===== src/rtl/clkrst_pkg.sv =====
package clkrst_pkg;

    localparam int unsigned DATA_W   = 32;
    localparam int unsigned ADDR_W   = 12;
    localparam int unsigned WORD_W   = ADDR_W - 2;
    localparam int unsigned NUM_REGS = 9;

    typedef logic [DATA_W-1:0] data_t;
    typedef logic [WORD_W-1:0] word_t;

    // Register indices inside the file
    localparam int unsigned IX_OSC   = 0;
    localparam int unsigned IX_CPLL0 = 1;
    localparam int unsigned IX_DPLL0 = 2;
    localparam int unsigned IX_DPLL1 = 3;
    localparam int unsigned IX_EPLL0 = 4;
    localparam int unsigned IX_EPLL1 = 5;
    localparam int unsigned IX_CSEL  = 6;
    localparam int unsigned IX_DRST  = 7;
    localparam int unsigned IX_MUX   = 8;

    // Field positions
    localparam int unsigned OSC_EN_BIT   = 30;
    localparam int unsigned OSC_RDY_BIT  = 31;
    localparam int unsigned PLL_R_LSB    = 0;
    localparam int unsigned PLL_F_LSB    = 6;
    localparam int unsigned PLL_Q_LSB    = 15;
    localparam int unsigned PLL_FB_BIT   = 25;
    localparam int unsigned PLL_LOCK_BIT = 31;
    localparam int unsigned PLL_CKE_BIT  = 24;

    localparam data_t OSC_FORCE  = data_t'(1) << OSC_RDY_BIT;
    localparam data_t OSC_RESET  = OSC_FORCE | (data_t'(1) << OSC_EN_BIT);
    localparam data_t PLL0_FORCE = (data_t'(1) << PLL_LOCK_BIT) | (data_t'(1) << PLL_FB_BIT);
    localparam data_t PLL0_RESET = PLL0_FORCE | (data_t'(3) << PLL_Q_LSB)
                                 | (data_t'(31) << PLL_F_LSB) | (data_t'(1) << PLL_R_LSB);
    localparam data_t CSEL_RESET = data_t'(1);

    typedef enum logic [2:0] {
        ACC_IDLE   = 3'd0,
        ACC_RDONE  = 3'd1,
        ACC_WDONE  = 3'd2,
        ACC_RFAULT = 3'd3,
        ACC_WFAULT = 3'd4
    } acc_state_e;

    // Word offset (byte offset / 4) of each register
    function automatic word_t reg_word(input int unsigned ix);
        case (ix)
            IX_OSC:   return word_t'(0);
            IX_CPLL0: return word_t'(1);
            IX_DPLL0: return word_t'(3);
            IX_DPLL1: return word_t'(4);
            IX_EPLL0: return word_t'(7);
            IX_EPLL1: return word_t'(8);
            IX_CSEL:  return word_t'(9);
            IX_DRST:  return word_t'(10);
            IX_MUX:   return word_t'(11);
            default:  return '1;
        endcase
    endfunction

    function automatic data_t reg_reset(input int unsigned ix);
        case (ix)
            IX_OSC:                     return OSC_RESET;
            IX_CPLL0, IX_DPLL0, IX_EPLL0: return PLL0_RESET;
            IX_CSEL:                    return CSEL_RESET;
            default:                    return '0;
        endcase
    endfunction

    function automatic data_t reg_force(input int unsigned ix);
        case (ix)
            IX_OSC:                     return OSC_FORCE;
            IX_CPLL0, IX_DPLL0, IX_EPLL0: return PLL0_FORCE;
            default:                    return '0;
        endcase
    endfunction

endpackage


===== src/rtl/clkrst_decode.sv =====
module clkrst_decode
    import clkrst_pkg::*;
(
    input  logic [ADDR_W-1:0]   addr,
    output logic [NUM_REGS-1:0] sel,
    output logic                hit
);

    logic aligned;
    assign aligned = (addr[1:0] == 2'b00);

    for (genvar i = 0; i < NUM_REGS; i++) begin : g_match
        assign sel[i] = aligned && (addr[ADDR_W-1:2] == reg_word(i));
    end

    assign hit = |sel;

endmodule


===== src/rtl/clkrst_regfile.sv =====
module clkrst_regfile
    import clkrst_pkg::*;
(
    input  logic                           clk,
    input  logic                           rst,
    input  logic                           wr,
    input  logic [NUM_REGS-1:0]            sel,
    input  data_t                          wdata,
    output logic [NUM_REGS-1:0][DATA_W-1:0] q
);

    for (genvar i = 0; i < NUM_REGS; i++) begin : g_reg
        localparam data_t RST_VAL = reg_reset(i);
        localparam data_t FRC_VAL = reg_force(i);
        data_t val;

        always_ff @(posedge clk) begin
            if (rst) begin
                val <= RST_VAL;
            end else if (wr && sel[i]) begin
                val <= wdata | FRC_VAL;
            end
        end

        assign q[i] = val;
    end

endmodule


===== src/rtl/clkrst_access.sv =====
module clkrst_access
    import clkrst_pkg::*;
(
    input  logic                            clk,
    input  logic                            rst,
    input  logic                            rd,
    input  logic                            wr,
    input  logic                            hit,
    input  logic [NUM_REGS-1:0]             sel,
    input  logic [NUM_REGS-1:0][DATA_W-1:0] q,
    output data_t                           rdata,
    output logic                            rvalid,
    output logic                            err
);

    acc_state_e state_q, state_d;
    data_t      rd_mux;
    data_t      rdata_q;

    // Read multiplexer: one-hot select, zero when nothing matches
    always_comb begin
        rd_mux = '0;
        for (int i = 0; i < NUM_REGS; i++) begin
            if (sel[i]) begin
                rd_mux = rd_mux | q[i];
            end
        end
    end

    // Next-state logic
    always_comb begin
        if (rd) begin
            state_d = hit ? ACC_RDONE : ACC_RFAULT;
        end else if (wr) begin
            state_d = hit ? ACC_WDONE : ACC_WFAULT;
        end else begin
            state_d = ACC_IDLE;
        end
    end

    // State register
    always_ff @(posedge clk) begin
        if (rst) begin
            state_q <= ACC_IDLE;
        end else begin
            state_q <= state_d;
        end
    end

    // Read data register (captured before any same-cycle write lands)
    always_ff @(posedge clk) begin
        if (rst) begin
            rdata_q <= '0;
        end else if (rd) begin
            rdata_q <= hit ? rd_mux : '0;
        end
    end

    // Outputs decoded from state
    always_comb begin
        rvalid = 1'b0;
        err    = 1'b0;
        unique case (state_q)
            ACC_IDLE:   ;
            ACC_RDONE:  rvalid = 1'b1;
            ACC_WDONE:  ;
            ACC_RFAULT: begin rvalid = 1'b1; err = 1'b1; end
            ACC_WFAULT: err = 1'b1;
            default:    ;
        endcase
    end

    assign rdata = rdata_q;

endmodule


===== src/rtl/clkrst_regs.sv =====
module clkrst_regs
    import clkrst_pkg::*;
(
    input  logic              clk,
    input  logic              rst,
    input  logic [ADDR_W-1:0] bus_addr,
    input  logic              bus_rd,
    input  logic              bus_wr,
    input  logic [DATA_W-1:0] bus_wdata,
    output logic [DATA_W-1:0] bus_rdata,
    output logic              bus_rvalid,
    output logic              bus_err,
    output logic [DATA_W-1:0] osc_cfg,
    output logic [DATA_W-1:0] core_pll_cfg0,
    output logic [DATA_W-1:0] ddr_pll_cfg0,
    output logic [DATA_W-1:0] ddr_pll_cfg1,
    output logic [DATA_W-1:0] eth_pll_cfg0,
    output logic [DATA_W-1:0] eth_pll_cfg1,
    output logic [DATA_W-1:0] core_clk_sel,
    output logic [DATA_W-1:0] dev_rst_mask,
    output logic [DATA_W-1:0] clk_mux_stat
);

    logic [NUM_REGS-1:0]             sel;
    logic                            hit;
    logic [NUM_REGS-1:0][DATA_W-1:0] q;

    clkrst_decode u_decode (
        .addr (bus_addr),
        .sel  (sel),
        .hit  (hit)
    );

    clkrst_regfile u_regfile (
        .clk   (clk),
        .rst   (rst),
        .wr    (bus_wr),
        .sel   (sel),
        .wdata (bus_wdata),
        .q     (q)
    );

    clkrst_access u_access (
        .clk    (clk),
        .rst    (rst),
        .rd     (bus_rd),
        .wr     (bus_wr),
        .hit    (hit),
        .sel    (sel),
        .q      (q),
        .rdata  (bus_rdata),
        .rvalid (bus_rvalid),
        .err    (bus_err)
    );

    assign osc_cfg       = q[IX_OSC];
    assign core_pll_cfg0 = q[IX_CPLL0];
    assign ddr_pll_cfg0  = q[IX_DPLL0];
    assign ddr_pll_cfg1  = q[IX_DPLL1];
    assign eth_pll_cfg0  = q[IX_EPLL0];
    assign eth_pll_cfg1  = q[IX_EPLL1];
    assign core_clk_sel  = q[IX_CSEL];
    assign dev_rst_mask  = q[IX_DRST];
    assign clk_mux_stat  = q[IX_MUX];

endmodule


===== config.mk =====
export PLATFORM = sky130hd
export DESIGN_NAME = clkrst_regs
export DESIGN_NICKNAME = d
export VERILOG_FILES = /design/src/rtl/clkrst_pkg.sv /design/src/rtl/clkrst_decode.sv /design/src/rtl/clkrst_regfile.sv /design/src/rtl/clkrst_access.sv /design/src/rtl/clkrst_regs.sv
export SDC_FILE = /design/constraint.sdc
export NUM_CORES = 1
export LEC_CHECK = 0
export ABC_CLOCK_PERIOD_IN_PS = 2300
export CORE_ASPECT_RATIO = 0.75
export CORE_UTILIZATION = 32
export DETAILED_ROUTE_END_ITERATION = 10
export DONT_BUFFER_PORTS = 1
export PLACE_DENSITY_LB_ADDON = 0.05
export SYNTH_ARGS = -nofsm -noshare
export SYNTH_HDL_FRONTEND = slang
export SYNTH_SLANG_ARGS = --single-unit

===== constraint.sdc =====
create_clock -name clk -period 2.3 [get_ports clk]
set_input_delay 0.23 -clock clk [delete_from_list [all_inputs] [get_ports clk]]
set_output_delay 0.23 -clock clk [all_outputs]
set_load 0.02 [all_outputs]

# ---- Yosys cells after proc, flatten, opt, wreduce, memory -nomap -nowiden
# Cells that the tools add are included.
dict set report word_totals {
  latchBits 0
  n_memories 0
  reg_bits 316
  ram_bits 0
  romBits 0
}
dict set report classes {
  div_mod_pow 0
  n_mul 0
  n_eq_ne 11
  n_reduce_logical 23
  mux 16
  n_addsub 0
  n_lt_le_gt_ge 0
  bitwise 8
  n_shift 0
}
# cell n
set ops {}
lappend ops {{$mux W32} 10}
lappend ops {{$or A32 B32 Y32} 8}
lappend ops {{$eq A10 B4 Y1 const B} 4}
lappend ops {{$eq A10 B3 Y1 const B} 2}
lappend ops {{$logic_and A1 B1 Y1} 18}
lappend ops {{$eq A10 B1 Y1 const B} 1}
lappend ops {{$eq A10 B2 Y1 const B} 1}
lappend ops {{$logic_not A10 Y1} 1}
lappend ops {{$mux W3} 3}
lappend ops {{$reduce_or A9 Y1} 1}
lappend ops {{$reduce_or A2 Y1} 2}
lappend ops {{$eq A3 B1 Y1 const B} 1}
lappend ops {{$eq A3 B2 Y1 const B} 1}
lappend ops {{$eq A3 B3 Y1 const B} 1}
lappend ops {{$logic_not A2 Y1} 1}
lappend ops {{$mux W1} 2}
lappend ops {{$mux W2} 1}

# ---- Depth between registers and ports, before layout
# Gate-level depths: netlist of run 1.
dict set report depth {
  word_depth 20
  mapped_depth 8
  ltp_nobuf 5
}

# ---- Modules after synthesis
# From an unflattened synthesis of run 1, not the netlist that was laid out.
dict set report unflattened {
  cells_unflattened 1361
  area_unflattened_um2 13969.6
}
# module seq_area_each_um2 area_each_um2 cells_each n_inst
set by_module_without_submodules {}
lappend by_module_without_submodules {clkrst_regfile 5625.4 10994.3 997 1}
lappend by_module_without_submodules {clkrst_access 700.7 2836.5 340 1}
lappend by_module_without_submodules {clkrst_decode 0.0 138.9 24 1}

# ---- Worst setup path before layout of run 1
# OpenSTA, ideal clock, no wires.
dict set report synth_path {
  path_kind {input to register}
  start {in bus_addr[11]}
  end {reg u_access.rdata_q[28] (netlist: u_access.rdata[28])}
  setup_time_ns 0.069
  stages 8
  path_buffers 3
  path_slack_ns 0.296
  t_arrival_ns 1.935
  path_cell_list {or4_4 > buf_4 > nor4_1 > buf_2 > buf_4 > nand2_1 > and3_1 > o21ai_1}
}
dict set report synth_between {
  elab_chain_len 20
  elab_cells_between_ends 37
  cone_classes {eq/ne (8); mux (10); bitwise (8); reduce/logical (11)}
}
# element line
set synth_lines {}
lappend synth_lines {{start: declaration} clkrst_regs.sv:6} ;# input logic [ADDR_W-1:0] bus_addr,
lappend synth_lines {{$logic_not A10 Y1} clkrst_decode.sv:13} ;# assign sel[i] = aligned && (addr[ADDR_W-1:2] == reg_word(i));
lappend synth_lines {{$logic_and A1 B1 Y1} clkrst_decode.sv:13}
lappend synth_lines {{$mux W32} clkrst_access.sv:24} ;# if (sel[i]) begin
lappend synth_lines {{$or A32 B32 Y32} clkrst_access.sv:25} ;# rd_mux = rd_mux | q[i];
lappend synth_lines {{$mux W32} clkrst_access.sv:24}
lappend synth_lines {{$or A32 B32 Y32} clkrst_access.sv:25}
lappend synth_lines {{$mux W32} clkrst_access.sv:24}
lappend synth_lines {{$or A32 B32 Y32} clkrst_access.sv:25}
lappend synth_lines {{(+4 left out)} n/a}
lappend synth_lines {{$mux W32} clkrst_access.sv:24}
lappend synth_lines {{$or A32 B32 Y32} clkrst_access.sv:25}
lappend synth_lines {{$mux W32} clkrst_access.sv:24}
lappend synth_lines {{$or A32 B32 Y32} clkrst_access.sv:25}
lappend synth_lines {{$mux W32} clkrst_access.sv:24}
lappend synth_lines {{$or A32 B32 Y32} clkrst_access.sv:25}
lappend synth_lines {{$mux W32} clkrst_access.sv:24}
lappend synth_lines {{$mux W32 *} clkrst_access.sv:55} ;# rdata_q <= hit ? rd_mux : '0;
lappend synth_lines {{end signal: assignment} clkrst_access.sv:55}
lappend synth_lines {{end: declaration} clkrst_access.sv:18} ;# data_t rdata_q;
# Mark *: on every way between the ends. The rest lies on a longest branch, timed or not.
# A chain may end at the register's enable or synchronous reset.

# ---- Worst setup path in the final report of run 1
dict set report layout_path {
  start {in bus_addr[11]}
  end {reg u_regfile.g_reg[3].val[9]}
}
dict set report layout_between {
  elab_chain_len 3
}
# element line
set layout_lines {}
lappend layout_lines {{$eq A10 B3 Y1} clkrst_decode.sv:13}
lappend layout_lines {{$logic_and A1 B1 Y1} clkrst_decode.sv:13}
lappend layout_lines {{$logic_and A1 B1 Y1} clkrst_regfile.sv:20} ;# end else if (wr && sel[i]) begin
lappend layout_lines {{end signal: assignment} clkrst_regfile.sv:21} ;# val <= wdata | FRC_VAL;
lappend layout_lines {{end: declaration} clkrst_regfile.sv:15} ;# data_t val;
# Every way passes these cells.

==> out/metrics.csv, run 1 <==
metric,value,unit
GRT Util Overall,33.06,%
synth cell count leaders,"nand2_1 (621), dfxtp_1 (316), a21oi_1 (258)",
worst flop-to-flop path endpoint,u_access.rdata[7],
Worst-path clk slew,0.06,ns
RSZ-0062 raised after global routing,no,
nets@finish,1956,
# port buffers,0,
Tcrit/Tclk final,98.47,%
"Warnings, synthesis",0,
pin count of the biggest net entering global routing,171,
FMAX,441.5,MHz
WL per Instance,29.12,um
mapped cell area,13540,um2
vias in the first global route,13517,
first-pass GRT wire length,102500,um
Overflow after GRT,0,
peak supply drop,0.0005447,V
cell count after synthesis,1741,
"Avg Cell Area, Syn",7.775,um2
max-cap violations,0,
Row Count,64,
H-tree Lvls,2,
synth top area cells,"dfxtp_1 (47%), nand2_1 (17%), a21oi_1 (9.5%), clkbuf_1 (3.5%), a22oi_1 (3.2%)",
share of async-settable or async-resettable flops after synthesis,0,%
synth-to-layout area growth,31.51,%
sequential area share after synthesis,46.73,%
# setup viols final,0,
via count,13967,
hold depth,3,
"EDFF count, synth",0,
Initial Util,32.82,%
Root Driver,clkbuf_16,
Pleak,0.006259,uW
WHS Endpoint,u_access.rdata[14],
initial antenna violation count,2,
TritonCTS buffer count,36,
crit path DAT,2.67,ns
clock tree buffer depth,3,
DRC viols,0,
Comb power frac,3.1,%
Worst Max-Slew Pin Slew,0.9429,ns
Int Pwr,8939,uW
area of the die,43140,um2
unique cell type count in the Yosys netlist,50,
WHS,0.08185,ns
CTS sink cnt,316,
DP HPWL,47190,um
most instantiated library cell after synthesis,nand2_1,
Pwr Density,648.7,nW/um2
Tmin final,2.265,ns
status,"finished, final reports clean",
Clock Power Share,49.4,%
DRT iter0 DRCs,1473,
dominant synthesized flop cell,dfxtp_1,
# IOs,370,
"antenna viol nets, final",0,
Seq cells post-synth,316,
total negative slack,0,ns
layout cells sized above 1,11.65,%
FF-to-FF setup slack,0.65,ns
Yosys top cell by area,dfxtp_1,
total routed wirelength,72590,um
Hold Fails Final Rpt,0,
Critical Path Fanout Max,20,
worst r2r path cells,6,
Setup CP Type,primary input to flip-flop,
Crit. End Element,flip-flop,
origin of the critical flop-to-flop path,u_regfile.g_reg[0].val[7],
type of origin of the critical path,primary input,
clock skew,0.01276,ns
Core ar.,41240,um2
worst min path class,primary input to flip-flop,
Critical Path RT,2.71,ns
chip height,180.1,um
Hold Startpoint,bus_addr[2],
"Clk Latency, worst-skew pair",0.53,ns
vias per cell,5.602,
Max-Slew Margin vs Limit,36.85,%
Switch Pwr,2609,uW
Pre-Repair DR Iteration Count,8,
Die W,239.5,um
Final Max Slew Viols,0,
post-synth top area share,46.73,%
CTS tree,done,
routability cong.,0.8344,
sequential fraction of design power,47.4,%
sw frac,22.60,%
[registers in the layout (all words and copies together), names as in the netlist]
signal	count
u_access.rdata	32
u_regfile.g.val	281
u_access.state_q	3
[routing by layer]
layer	vias to the layer above	wire, um	global-route usage [%]
li1	6293	-	-
met1	6902	31410	44.05
met2	652	31680	50.52
met3	118	7608	11.17
met4	2	1798	8.821
met5	-	96	1.684
[power by group through the flow]
stage	clock network, uW	registers [uW]	logic [uW]
floorplan	0	5600	274
global placement	0	5600	207
detailed placement	0	5600	208
CTS	5780	5480	356
global route	6040	5480	372
finish	5710	5480	364
[cells in the final DEF, fill, tap and decap left out, types with 13 or more instances in the layout]
| cell | count |
|---|---|
| buf_12 | 22 |
| nand3b_1 | 52 |
| a211oi_1 | 15 |
| mux2_2 | 28 |
| dfxtp_1 | 316 |
| a22oi_1 | 57 |
| buf_4 | 80 |
| and3_1 | 13 |
| a21oi_1 | 258 |
| o21ai_0 | 20 |
| nand2_1 | 618 |
| clkbuf_16 | 37 |
| dlygate4sd3_1 | 195 |
| a22o_1 | 32 |
| nor2_1 | 16 |
[per-stage QoR]
step                worst slack, ns  total power, uW  utilization, %  instances  area (um2)
detailed placement         0.005577             5808           35.52       2230       14650
global route               0.005032            11880           43.17       2493       17800
finish                      0.03514            11550           43.17       2493       17800
CTS                         0.05916            11610           43.07       2487       17760
global placement           0.006087             5807           35.52       2230       14650
floorplan                    0.2963             5874               -       1747       13560
[repair_timing]
item | 4_1_cts | 5_1_grt
endpoints found under the setup margin | 0 | 3
hold buffers | 196 | 0
resized for setup | 0 | 0
buffers inserted | 0 | 5
endpoints found under the hold margin | 290 | 0
[kinds of logic (layout without fill, tap and decap cells)]
kind of cell | after synthesis | after routing | share of synthesized area, %
other cells | 1 | 8 | 0.02770
mux | 33 | 33 | 2.699
compound gates | 442 | 442 | 20.14
buf+inv | 177 | 361 | 5.666
simple gates | 772 | 772 | 24.73
flops | 316 | 316 | 46.73
[critical path: stages]
cell and delay, ns:
or4_4 0.66, buf_4 0.31, nor2_4 0.31, nand3_2 0.13, buf_4 0.27, nand2_1 0.12, a21oi_1 0.07, dlygate4sd3_1 0.56
[final cells by class]
type,count,area [um2]
Antenna cell,1,2.502
Clock buffer,58,1095
Clock inverter,3,40.04
Fill cell,4139,23440
Inverter,2,7.507
Multi-Input combinational cell,1254,6609
Sequential cell,316,6326
Tap cell,561,701.9
Timing Repair Buffer,298,3020
[how the worst max path moves through the flow]
stage	from	end	slack, ns	cells after the start
4_1_cts	bus_addr[11]	u_regfile.g_reg[4].val[23]	0.06	7
3_3_place_gp	bus_addr[9]	u_access.rdata[18]	0.006	7
2_1_floorplan	bus_addr[11]	u_access.rdata[28]	0.30	8
6_report	bus_addr[11]	u_regfile.g_reg[3].val[9]	0.04	8
3_5_place_dp	bus_addr[11]	u_access.rdata[4]	0.006	7
5_1_grt	bus_addr[11]	u_regfile.g_reg[3].val[5]	0.005	8
No activity file was read; power rests on OpenSTA's default activity.
==> inputs of run 2 (changes only) <==
--- a/config.mk
+++ b/config.mk
@@ -6,4 +6,5 @@
 export NUM_CORES = 1
 export LEC_CHECK = 0
+export ABC_AREA = 1
 export ABC_CLOCK_PERIOD_IN_PS = 2300
 export CORE_ASPECT_RATIO = 0.75
==> constraint.sdc (replaced) <==
create_clock -name clk -period 2.3 [get_ports clk]
set_input_delay 0.23 -clock clk [delete_from_list [all_inputs] [get_ports clk]]
set_output_delay 0.23 -clock clk [all_outputs]
set_load 0.05 [all_outputs]
==> run 2 against run 1 <==
  * Worst hold slack got worse by 0.048 ns
  * Die area fell by 0.58%
  * Power grew 6.6%
  * Critical path depth decreased by 2
  * Synthesized cell count grew 5.7%
  * Critical endpoint is now bus_err
==> out/metrics.csv, run 2 <==
metric,value,unit,change
"Setup Fix Bufs, Post-CTS",0,,unchanged
# port buffers,0,,unchanged
routability cong.,0.9128,,was 0.8344
synth cell count leaders,"dfxtp_1 (316), nand3_1 (292), a21oi_1 (258)",,"was nand2_1 (621), dfxtp_1 (316), a21oi_1 (258)"
"antenna viol nets, final",0,,unchanged
dominant synthesized flop cell,dfxtp_1,,unchanged
CTS tree,done,,unchanged
Pleak,0.007118,uW,was 0.006259 uW
worst flop-to-flop path endpoint,u_access.rdata[9],,was u_access.rdata[7]
share of async-settable or async-resettable flops after synthesis,0,%,unchanged
vias per cell,5.188,,was 5.602
WHS Endpoint,u_regfile.g_reg[0].val[29],,was u_access.rdata[14]
"EDFF count, synth",0,,unchanged
Biggest register,u_regfile.g.val,,unchanged
total routed wirelength,63260,um,was 72590 um
RSZ-0062 raised after global routing,no,,unchanged
clock tree buffer depth,3,,unchanged
most instantiated library cell after synthesis,dfxtp_1,,was nand2_1
area of the die,42890,um2,was 43140 um2
Setup CP Type,flip-flop to output port,,was primary input to flip-flop
Root Driver,clkbuf_16,,unchanged
pin count of the biggest net entering global routing,75,,was 171
Worst-path clk slew,0.06,ns,about the same
hold depth,2,,was 3
fillers,4269,,was 4139
Final Max Slew Viols,0,,unchanged
Yosys top cell by area,dfxtp_1,,unchanged
chip height,179.6,um,was 180.1 um
Hold Startpoint,bus_wdata[29],,was bus_addr[2]
post-synthesis xor/xnor area fraction,0,%,unchanged
Die W,238.8,um,was 239.5 um
sequential area share after synthesis,47.01,%,was 46.73%
unique cell type count in the Yosys netlist,26,,was 50
Largest register FFs,281,,unchanged
origin of the critical flop-to-flop path,u_regfile.g_reg[3].val[9],,was u_regfile.g_reg[0].val[7]
peak supply drop,0.0005649,V,was 0.0005447 V
# IOs,370,,unchanged
status,"finished, final reports clean",,unchanged
FF-to-FF setup slack,0.66,ns,was 0.65 ns
first-pass GRT wire length,89670,um,was 102500 um
clock skew,0.02323,ns,was 0.01276 ns
combinational family with the most area after synthesis,compound AO/OA/AOI/OAI gates,,was simple AND/OR/NAND/NOR gates
mux cell area share after synthesis,0,%,was 2.699%
most frequent cells in the layout,"dfxtp_1 (316), nand3_1 (290), a21oi_1 (258), buf_4 (241), o21ai_0 (236)",,"was nand2_1 (618), dfxtp_1 (316), a21oi_1 (258), dlygate4sd3_1 (195), buf_4 (80)"
Post-DP Area,15750,um2,was 14650 um2
Tcrit/Tclk final,75.92,%,was 98.47%
vias in the first global route,11915,,was 13517
"Avg Cell Area, Syn",7.314,um2,was 7.775 um2
crit path DAT,1.52,ns,was 2.67 ns
"leading cell type in the layout, fill and taps excluded",dfxtp_1,,was nand2_1
Critical Path RT,2.07,ns,was 2.71 ns
Pwr Density,707.1,nW/um2,was 648.7 nW/um2
Core ar.,41080,um2,was 41240 um2
DP HPWL,45550,um,was 47190 um
H-tree Lvls,2,,unchanged
design area,17410,um2,was 17800 um2
Max-Slew Margin vs Limit,54.14,%,was 36.85%
"Warnings, synthesis",0,,unchanged
WHS,0.03396,ns,was 0.08185 ns
DRC viols,0,,unchanged
synth-to-layout area growth,29.39,%,was 31.51%
FMAX,572.7,MHz,was 441.5 MHz
worst r2r path cells,7,,was 6
max-cap violations,0,,unchanged
Critical Path Fanout Max,2,,was 20
GRT Util Overall,28.55,%,was 33.06%
Tmin final,1.746,ns,was 2.265 ns
CTS sink cnt,316,,unchanged
DRT iter0 DRCs,1196,,was 1473
Overflow after GRT,0,,unchanged
Crit. End Element,output port,,was flip-flop
via count,13598,,was 13967
synth top area cells,"dfxtp_1 (47%), nand3_1 (11%), a21oi_1 (9.6%), o21ai_0 (8.8%), inv_1 (5.2%)",,"was dfxtp_1 (47%), nand2_1 (17%), a21oi_1 (9.5%), clkbuf_1 (3.5%), a22oi_1 (3.2%)"
Post-Synth Adder-Cell Area,0,%,unchanged
simple-gate share of the synthesized area,20.69,%,was 24.73%
Seq cells post-synth,316,,unchanged
Worst Max-Slew Pin Slew,0.6870,ns,was 0.9429 ns
type of origin of the critical path,flip-flop,,was primary input
post-synth top area share,47.01,%,was 46.73%
Initial Util,32.76,%,was 32.82%
Layout Cells excl Fill,2621,,was 2493
Row Count,64,,unchanged
mapped cell area,13460,um2,was 13540 um2
WL per Instance,24.14,um,was 29.12 um
# setup viols final,0,,unchanged
Overall Power,12310,uW,was 11550 uW
"Clk Latency, worst-skew pair",0.55,ns,was 0.53 ns
nets@finish,2079,,was 1956
total negative slack,0,ns,unchanged
dpl cells,2518,,was 2230
TritonCTS buffer count,37,,was 36
initial antenna violation count,2,,unchanged
Pre-Repair DR Iteration Count,5,,was 8
worst min path class,primary input to flip-flop,,unchanged
layout cells sized above 1,16.90,%,was 11.65%
cell count after synthesis,1840,,was 1741
Hold Fails Final Rpt,0,,unchanged
compound-gate portion of the synthesized area,22.03,%,was 20.14%
run 2: cell types whose count changed after synthesis, sizes merged, moves of 32 or more:
cell / change
nand3b: -51
inv: +189
nand2: -457
a22oi: -57
o21ai: +223
clkbuf: -37
nand3: +275
nor2: +132
a22o: -32
run 2: how the worst max path moves through the flow:
stage                        start                 end  slack, ns
2_1_floorplan  u_access.state_q[0]             bus_err       0.42
3_3_place_gp          bus_addr[11]  u_access.rdata[26]       0.25
3_5_place_dp          bus_addr[11]  u_access.rdata[26]       0.25
4_1_cts        u_access.state_q[0]             bus_err       0.53
5_1_grt        u_access.state_q[0]             bus_err       0.49
6_report       u_access.state_q[0]             bus_err       0.55
run 2: logic make-up after synthesis:
| family | Yosys count |
|---|---|
| AO/OA/AOI/OAI | 563 |
| AND/OR/NAND/NOR | 619 |
| other | 1 |
| flip-flops | 316 |
| buffers and inverters | 341 |
run 2: per-layer routing:
| layer | wire length [um] | vias to the layer above | share of wire (%) | GRT usage [%] |
|---|---|---|---|---|
| li1 | - | 6594 | - | - |
| met1 | 31860 | 6391 | 50 | 44.96 |
| met2 | 23650 | 557 | 37 | 36.09 |
| met3 | 6880 | 54 | 11 | 10.24 |
| met4 | 868 | 2 | 1.4 | 5.103 |
| met5 | 10 | - | 0.016 | 0 |
run 2: worst max-delay path, cell delays in order, from the launching register on:
cell and delay [ns]:
dfxtp_1 0.30, inv_1 0.04, nor2_1 0.08, buf_4 0.21, nand2_1 0.06, o21ai_1 0.08
buf_4 0.21
run 2: what timing repair did:
item / 4_1_cts / 5_1_grt
endpoints found under the hold margin: 271 / 0
gates resized for setup: 0 / 0
hold buffers: 35 / 0
run 2: final cells by class:
class                   instances  area [um2]  area share (%)
diodes                          1       2.502         0.01437
clock buffers                  55        1126           6.467
clock inverters                12       170.2          0.9772
inverters                     193       730.7           4.196
multi-input cells            1189        5818           33.41
flip-flops and latches        316        6326           36.33
well taps                     561       701.9           4.031
repair buffers                294        2537           14.57
run 2: where the power goes:
part	internal (uW)	switching (uW)	total [uW]
Clock	3850	2520	6370
Sequential	5480	2.39	5480
Combinational	106	363	469
Total	9430	2880	12300
run 2: stage by stage:
stage          utilization, %  setup slack, ns
2_1_floorplan               -           0.4233
3_3_place_gp            38.33           0.2529
3_5_place_dp            38.33           0.2459
4_1_cts                 42.38           0.5294
5_1_grt                 42.38           0.4917
6_report                42.39           0.5539
